File: src/rtl/pix_xor_pkg.sv
package pix_xor_pkg;
  // Strobes passed from control to datapath each cycle
  typedef struct packed {
    logic fire;      // transfer completes this cycle
    logic sop;       // current beat starts a frame
    logic inWindow;  // current beat is to be scrambled
  } scrStrobe_t;
endpackage

File: src/rtl/pix_xor_ctrl.sv
module pix_xor_ctrl
  import pix_xor_pkg::*;
#(
  parameter int START_IDX = 1000,
  parameter int END_IDX   = 15000
) (
  input  logic       clk,
  input  logic       rst,
  input  logic       snkValid,
  input  logic       snkSop,
  input  logic       srcReady,
  output scrStrobe_t strb
);
  localparam int CNT_W = $clog2(END_IDX + 2);
  localparam logic [CNT_W-1:0] SAT_C   = CNT_W'(END_IDX + 1);
  localparam logic [CNT_W-1:0] START_C = CNT_W'(START_IDX);
  localparam logic [CNT_W-1:0] END_C   = CNT_W'(END_IDX);

  logic [CNT_W-1:0] pixCount;
  logic [CNT_W-1:0] curIdx;

  always_comb begin
    curIdx        = snkSop ? '0 : pixCount;
    strb.fire     = snkValid & srcReady;
    strb.sop      = snkSop;
    strb.inWindow = (curIdx >= START_C) && (curIdx <= END_C);
  end

  always_ff @(posedge clk or posedge rst) begin
    if (rst) begin
      pixCount <= '0;
    end else if (strb.fire) begin
      pixCount <= (curIdx == SAT_C) ? SAT_C : CNT_W'(curIdx + 1'b1);
    end
  end

  assert_stall_idx_R7: assert property (@(posedge clk) disable iff (rst)
    !(snkValid && srcReady) |=> $stable(pixCount));

  assert_sop_restart_R2: assert property (@(posedge clk) disable iff (rst)
    (snkValid && srcReady && snkSop) |=> pixCount == CNT_W'(1));

  assert_count_cap_R8: assert property (@(posedge clk) disable iff (rst)
    pixCount <= SAT_C);
endmodule

File: src/rtl/pix_xor_dpath.sv
module pix_xor_dpath
  import pix_xor_pkg::*;
#(
  parameter int                DATA_W   = 24,
  parameter logic [DATA_W-1:0] TAP_MASK = 24'hE10000,
  parameter logic [DATA_W-1:0] SEED     = 24'hACE1F5
) (
  input  logic              clk,
  input  logic              rst,
  input  scrStrobe_t        strb,
  input  logic [DATA_W-1:0] snkData,
  output logic [DATA_W-1:0] srcData
);
  logic [DATA_W-1:0] lfsrState;
  logic [DATA_W-1:0] lfsrUse;
  logic [DATA_W-1:0] lfsrNext;
  logic              feedback;

  always_comb begin
    lfsrUse  = strb.sop ? SEED : lfsrState;
    feedback = ^(lfsrUse & TAP_MASK);
    lfsrNext = {lfsrUse[DATA_W-2:0], feedback};
    srcData  = snkData ^ (strb.inWindow ? lfsrUse : '0);
  end

  always_ff @(posedge clk or posedge rst) begin
    if (rst) begin
      lfsrState <= SEED;
    end else if (strb.fire) begin
      if (strb.inWindow)  lfsrState <= lfsrNext;
      else if (strb.sop)  lfsrState <= SEED;
    end
  end

  assert_lfsr_live_R5: assert property (@(posedge clk) disable iff (rst)
    lfsrState != '0);

  assert_stall_lfsr_R7: assert property (@(posedge clk) disable iff (rst)
    !strb.fire |=> $stable(lfsrState));
endmodule

File: src/rtl/pix_xor_stage.sv
module pix_xor_stage
  import pix_xor_pkg::*;
#(
  parameter int          START_IDX = 1000,
  parameter int          END_IDX   = 15000,
  parameter logic [23:0] SEED      = 24'hACE1F5
) (
  input  logic        clk,
  input  logic        rst,
  input  logic [23:0] snkData,
  input  logic        snkValid,
  input  logic        snkSop,
  input  logic        snkEop,
  output logic        snkReady,
  output logic [23:0] srcData,
  output logic        srcValid,
  output logic        srcSop,
  output logic        srcEop,
  input  logic        srcReady
);
  localparam int          DATA_W   = 24;
  localparam logic [23:0] TAP_MASK = 24'hE10000;

  scrStrobe_t strb;

  assign srcValid = snkValid;
  assign srcSop   = snkSop;
  assign srcEop   = snkEop;
  assign snkReady = srcReady;

  pix_xor_ctrl #(.START_IDX(START_IDX), .END_IDX(END_IDX)) u_ctrl (
    .clk(clk), .rst(rst), .snkValid(snkValid), .snkSop(snkSop),
    .srcReady(srcReady), .strb(strb)
  );

  pix_xor_dpath #(.DATA_W(DATA_W), .TAP_MASK(TAP_MASK), .SEED(SEED)) u_dpath (
    .clk(clk), .rst(rst), .strb(strb), .snkData(snkData), .srcData(srcData)
  );

  assert_outside_clean_R4: assert property (@(posedge clk) disable iff (rst)
    !strb.inWindow |-> srcData == snkData);
endmodule

File: config.mk
export PLATFORM = sky130hd
export DESIGN_NAME = pix_xor_stage
export DESIGN_NICKNAME = d
export VERILOG_FILES = /design/src/rtl/pix_xor_pkg.sv /design/src/rtl/pix_xor_ctrl.sv /design/src/rtl/pix_xor_dpath.sv /design/src/rtl/pix_xor_stage.sv
export SDC_FILE = /design/constraint.sdc
export NUM_CORES = 1
export LEC_CHECK = 0
export ABC_AREA = 0
export ABC_CLOCK_PERIOD_IN_PS = 1900
export BUFFER_PORTS_ARGS = -buffer_cell sky130_fd_sc_hd__clkbuf_2
export CORE_ASPECT_RATIO = 0.9
export CORE_MARGIN = 5
export CORE_UTILIZATION = 45
export CTS_CLUSTER_DIAMETER = 120
export DETAILED_ROUTE_END_ITERATION = 8
export PLACE_DENSITY = 0.7
export SLEW_MARGIN = 15
export SYNTH_ARGS = -nofsm -noshare
export SYNTH_HDL_FRONTEND = slang
export SYNTH_SLANG_ARGS = --single-unit
File: constraint.sdc
create_clock -name clk -period 1.9 [get_ports clk]
set_input_delay 0.095 -clock clk [delete_from_list [all_inputs] [get_ports clk]]
set_output_delay 0.095 -clock clk [all_outputs]
set_load 0.05 [all_outputs]
==> results of run 1 <==
[critical path, stage by stage (launching register included)]
cell and delay [ps]:
dfrtp_1 390, or4_4 580, o21ai_4 210, buf_4 160, clkbuf_16 170, nand3_4 100, xnor2_4 180, buf_12 150
[what timing repair did]
| item | CTS | global route |
|---|---|---|
| endpoints found under the setup margin | 56 | 57 |
| gates resized for setup | 68 | 51 |
| hold endpoints to repair | 24 | 0 |
| pin swaps | 9 | 30 |
| gates cloned | 1 | 4 |
| setup buffers | 2 | 5 |
| hold buffers | 1 | 0 |
[cell families (layout without fill, tap and decap cells)]
kind of cell | Yosys count | count (layout) | synth area share
adders and majority gates | 3 | 3 | 0.0163
AOI/OAI and AO/OA | 67 | 69 | 0.216
and+or+nand+nor | 77 | 78 | 0.191
buffers and inverters | 22 | 119 | 0.0490
DFF | 38 | 38 | 0.422
xor gates and xnor gates | 28 | 28 | 0.107
[per-layer routing]
layer | wire length, um | GRT usage | up-vias
met5 | 0 | 0 | -
met4 | 201 | 0.0491 | 0
met3 | 556 | 0.0498 | 18
met2 | 4040 | 0.353 | 111
met1 | 3240 | 0.291 | 1170
li1 | - | - | 1081
[stage by stage]
step	total power [uW]	area, um^2	cells	TNS (ps)
floorplan	1140	2860	235	-3650
global placement	1310	3500	379	-4730
detailed placement	1310	3500	379	-7080
CTS	1950	3940	391	-13290
global route	2060	4260	400	-21640
finish	1990	4260	400	-18840
[flip-flops by register name, indices dropped and copies added, names as in the netlist]
| register | flops |
|---|---|
| u_dpath.lfsrState | 24 |
| u_ctrl.pixCount | 14 |
[cell type report]
type,instances,area (um^2),share of cell area
clock buffers,7,86.3,0.0203
inverters,5,18.8,0.00441
multi-input cells,178,2080,0.488
repair buffers,106,1020,0.239
clock inverters,1,5.00,0.00118
flip-flops and latches,38,968,0.228
well taps,65,81.3,0.0191
[worst max-delay path by stage]
stage	startpoint	cells after the start	slack [ps]	to
after CTS	u_ctrl.pixCount[5]	6	-380	srcData[20]
after floorplan	u_ctrl.pixCount[5]	5	-170	srcData[10]
after global placement	u_ctrl.pixCount[8]	8	-160	srcData[2]
after global routing	u_ctrl.pixCount[6]	7	-490	srcData[16]
after detailed placement	u_ctrl.pixCount[5]	6	-220	u_dpath.lfsrState[8]
final	u_ctrl.pixCount[6]	7	-440	srcData[16]
[cells in the final DEF (no fill, tap or decap), types with 2 or more instances in the layout]
cell       Yosys  final
a21oi_1        7      7
a22o_1        11     11
a31oi_1        6      6
a41oi_1        2      2
and2_1         4      4
and3_1         3      2
and4_1         3      2
buf_12         0      6
buf_4          6     39
buf_6          0      4
buf_8          0     23
clkbuf_16      0      2
clkbuf_2       0     31
clkbuf_8       0      6
dfrtp_1       24     24
dfstp_2       14     14
ha_1           3      3
inv_1          5      5
nand2_1       12     12
nand2b_1       2      2
nand3_1       26      2
nand3_4        0     26
nand3b_1       2      2
nand4_1        2      2
nand4b_1       2      2
nor2_1         7      7
nor2b_1        3      2
nor3_1         4      3
nor4_1         3      2
nor4_4         1      2
o211a_4        1      2
o211ai_4       0      2
o21ai_0       18     11
o21ai_1        1      7
o22a_1        13     13
o31ai_1        2      2
xnor2_1       26      2
xnor2_4        0     24
xor2_1         2      2
[power groups by stage]
| stage | clock network, uW | logic (uW) | registers (uW) |
|---|---|---|---|
| 2_1_floorplan | 0 | 278 | 866 |
| 3_3_place_gp | 0 | 449 | 856 |
| 3_5_place_dp | 0 | 456 | 857 |
| 4_1_cts | 608 | 505 | 842 |
| 5_1_grt | 653 | 563 | 847 |
| 6_report | 610 | 534 | 843 |
==> results.tsv, run 1 <==
metric	value	unit
grt_max_degree	39	
yosysWarnings	0	
cts_root_buf	clkbuf_8	
synthFlopType	dfrtp_1	
worst_pin_slew	497	ps
clkPwrFrac	0.307	
min_to	srcEop	
status	finished with violations	
antenna_left	0	
synth.net_count	268	
period_needed	2340	ps
required	1800	ps
antenna_found_initial	0	
drv_slew	0	
drtIter0Drc	171	
syn_area_per_cell	9.78	um^2
r2r-start	u_ctrl.pixCount[6]	
synthToLayoutAreaGrowth	85.2	%
period_share	1.23	
synthTopCellsByArea	dfrtp_1 26%, dfstp_2 16%, xnor2_1 9.9%	
io_buffers	55	
place_ws	-220	ps
endpoint_kind	primary output	
hp-class	in -> out	
rsz0062_at_grt	true	
hold_ws	190	ps
critPathLaunchType	flop	
cp_max_fo	7	
synth_top_area_share	0.261	
synth_largest_area_cell	dfrtp_1	
arrival	2240	ps
firstDrtPassIters	4	
initial_utilization	0.469	
dieArea	6640	um^2
fin_skew	6.11	ps
wl_per_cell	20.1	um
grt_overflow_total	0	
vias	2380	
worstRegToRegCells	8	
n_antenna_cell	0	
worst_skew_pair.late_latency	300	ps
synthArstFlopShare	1.00	
setup_ws	-438	ps
yosysUniqueCellTypes	41	
cts_buffers	5	
pin_count	58	
drive_gt1_frac	0.567	
grt_pass1_wl	11400	um
cts-htree-levels	2	
clock-sinks	38	
utilization	0.869	
fmax	428	MHz
maxSlewHeadroom	0.669	
final.fill_count	211	
share_comb_of_total_power	0.269	
clk_pin_slew	80	ps
p_per_area	467	nW/um^2
ys_top_cells_by_count	26 x nand3_1, 26 x xnor2_1, 24 x dfrtp_1, 18 x o21ai_0, 14 x dfstp_2	
netlist_area	2300	um^2
synth-edff-count	0	
cts_tree	yes	
hold_depth	0	
finalHoldViolations	0	
yosysSeqAreaShare	0.422	
irDropWorstVdd	0.451	mV
path_class	reg -> out	
rr_endpoint	u_dpath.lfsrState[8]	
viasPerCell	5.95	
p_sw_frac	0.314	
setup_viol	58	
grt_pass1_vias	2214	
hold_start	snkEop	
violations	setup timing	
cap_violations	0	
pwr-share-seq	0.424	
cts_max_path_buffers	2	
fp.dieW	85.3	um
netSwitchingPower	624	uW
synth_cells	235	
core_area	4890	um^2
gp_congestion	0.819	
fp.dieH	77.8	um
drc_errors	0	
core.rowCount	24	
internal-power	1360	uW
gr-usage-all-layers	0.216	
final_net_count	367	
ys_ff_latch	38	
wirelength	8030	um
p_leak	0.00171	uW
dp_hpwl	4480	um
r2r_slack	-360	ps
(Power assumes the default switching activity.)
==> inputs of run 2 (changes only) <==
PLACE_DENSITY = 0.72   (was 0.7)
==> run 2 against run 1 <==
Net effect:
- worst setup slack got worse by 120 ps
- final cell count rose by 1.3%
- the run still ends with setup timing left
- critical endpoint is now srcData[21]
- via count rose by 2.0%
- sequential power barely moved
- die area did not move
==> results.tsv, run 2 (synthesis results as in run 1) <==
metric	value	unit	change
firstDrtPassIters	4		unchanged
irDropWorstVdd	0.352	mV	-22%
clk_pin_slew	70	ps	about the same
multi_input_comb_area	1970	um^2	-5.4%
share_comb_of_total_power	0.276		+0.007
largest-register	u_dpath.lfsrState		
final_net_count	372		+1.4%
viasPerCell	6.00		+0.76%
drive_gt1_frac	0.603		+0.0358
grtUsageMet3	0.0403		-0.00953
status	finished with violations		
cp_cell_sequence	buf_4 > buf_4 > nand4_1 > o21ai_2 > nor2b_4 > buf_8 > nand3_2 > xnor2_4 > clkbuf_8		
io_buffers	55		unchanged
clock-sinks	38		unchanged
maxSlewHeadroom	0.550		-0.119
seq_area	968	um^2	unchanged
violations	setup timing		
worst_skew_pair.late_latency	290	ps	about the same
cp_slowest_stage_delay	400	ps	-180 ps
hp-class	in -> out		
drv_slew	0		unchanged
worst_pin_slew	676	ps	+179 ps
p_sw_frac	0.306		-0.00820
drtIter0Drc	155		-9.4%
setup_ws	-559	ps	-121 ps
vias	2428		+2.0%
grt.busiest_layer	met2		
largest_registers	u_dpath.lfsrState: 24 flops, u_ctrl.pixCount: 14 flops		
grt_pass1_wl	11600	um	+2.2%
path_buf_inv	4		+1
wirelength	8500	um	+5.9%
gp_congestion	0.875		+6.9%
utilization	0.868		-0.00128
cts_tree	yes		
cap_violations	0		unchanged
netSwitchingPower	604	uW	-3.2%
final.fill_count	234		+11%
cts_buffers	5		unchanged
cts_root_buf	clkbuf_8		
p_leak	0.00174	uW	+1.9%
antenna_found_initial	0		unchanged
cp_max_fo	12		+5
p_per_area	465	nW/um^2	-0.46%
wl_per_cell	21.0	um	+4.6%
power.total	1970	uW	-0.61%
use_met1	0.282		-0.00897
fin_skew	5.17	ps	-0.936 ps
finalHoldViolations	0		unchanged
period_share	1.29		+0.0636
met2_usage	0.373		+0.0202
path_common_cell	buf_4		
largest_reg_flops	24		unchanged
fp.dieW	85.3	um	unchanged
synthToLayoutAreaGrowth	85.0	%	
pin_count	58		unchanged
antenna_left	0		unchanged
internal-power	1370	uW	+0.58%
arrival	2360	ps	+120 ps
critPathLaunchType	flop		
initial_utilization	0.469		unchanged
core.rowCount	24		unchanged
grt_overflow_total	0		unchanged
fp.dieH	77.8	um	unchanged
required	1800	ps	about the same
cts_max_path_buffers	2		unchanged
final_common_cell	buf_4		
dp_hpwl	4660	um	+4.0%
clkPwrFrac	0.296		-0.011
dieArea	6640	um^2	unchanged
cpLargestDelayFamily	buffers and inverters		
cts-htree-levels	2		unchanged
n_antenna_cell	0		unchanged
gr-usage-all-layers	0.221		+0.00511
rsz0062_at_grt	true		
grt_max_degree	39		unchanged
core_area	4890	um^2	unchanged
cpMaxStageDelayCell	dfrtp_1		
grt_pass1_vias	2299		+3.8%
pwr-share-seq	0.429		+0.005
endpoint_kind	primary output		
period_needed	2460	ps	+121 ps
layout_common_cells	38 x buf_4, 31 x clkbuf_2, 24 x xnor2_4, 24 x dfrtp_1, 20 x nand3_2		
drc_errors	0		unchanged
fmax	407	MHz	-4.9%
path_class	reg -> out		
setup_viol	52		-10%
run 2: changes by cell type in the layout (fill, tap and decap cells not counted), sizes merged:
cell	previous run	this run
buf	72	73
clkbuf	40	43
clkinvlp	0	1
run 2: metal layers:
metal,part of all wire,up-vias
li1,-,1083
met1,0.39,1205
met2,0.53,118
met3,0.061,22
met4,0.019,0
met5,0,-
run 2: final cells by class:
class                           count  share of cell area
Clock buffer                        6              0.0194
Tap cell                           65              0.0191
Inverter                            5             0.00442
Multi-Input combinational cell    178               0.463
Timing Repair Buffer              111               0.264
Sequential cell                    38               0.228
Clock inverter                      2             0.00294
run 2: worst paths after layout:
check,startpoint,endpoint,slack [ps],cells after the start
max in group asynchronous,rst,u_dpath.lfsrState[19],1090,4
min,snkEop,srcEop,190,0
min in group asynchronous,rst,u_dpath.lfsrState[10],450,4
min reg2reg,u_dpath.lfsrState[0],u_dpath.lfsrState[0],540,1
max,u_ctrl.pixCount[8],srcData[21],-560,9
max reg2reg,u_ctrl.pixCount[8],u_dpath.lfsrState[16],-280,8
run 2: power by group through the flow:
stage / Clock (uW) / Combinational (uW) / Sequential [uW]
3_5_place_dp: 0 / 475 / 859
3_3_place_gp: 0 / 468 / 859
4_1_cts: 591 / 513 / 845
5_1_grt: 632 / 575 / 849
2_1_floorplan: 0 / 278 / 866
6_report: 584 / 545 / 846
run 2: what timing repair did:
item	4_1_cts	5_1_grt
cloned	3	2
hold endpoints to repair	24	0
buffers inserted	4	14
setup endpoints to repair	53	58
resized for setup	58	39
hold buffers	1	0
pin swaps	9	30
run 2: metrics by stage:
| step | hold WS, ps | cell area, um^2 | instances | setup WS, ps | TNS [ps] |
|---|---|---|---|---|---|
| CTS | 191 | 4010 | 391 | -421 | -12120 |
| detailed placement | 191 | 3560 | 375 | -175 | -4540 |
| floorplan | 277 | 2860 | 235 | -170 | -3650 |
| finish | 190 | 4250 | 405 | -559 | -17680 |
| global route | 190 | 4250 | 405 | -594 | -19590 |
| global placement | 191 | 3560 | 375 | -107 | -2630 |
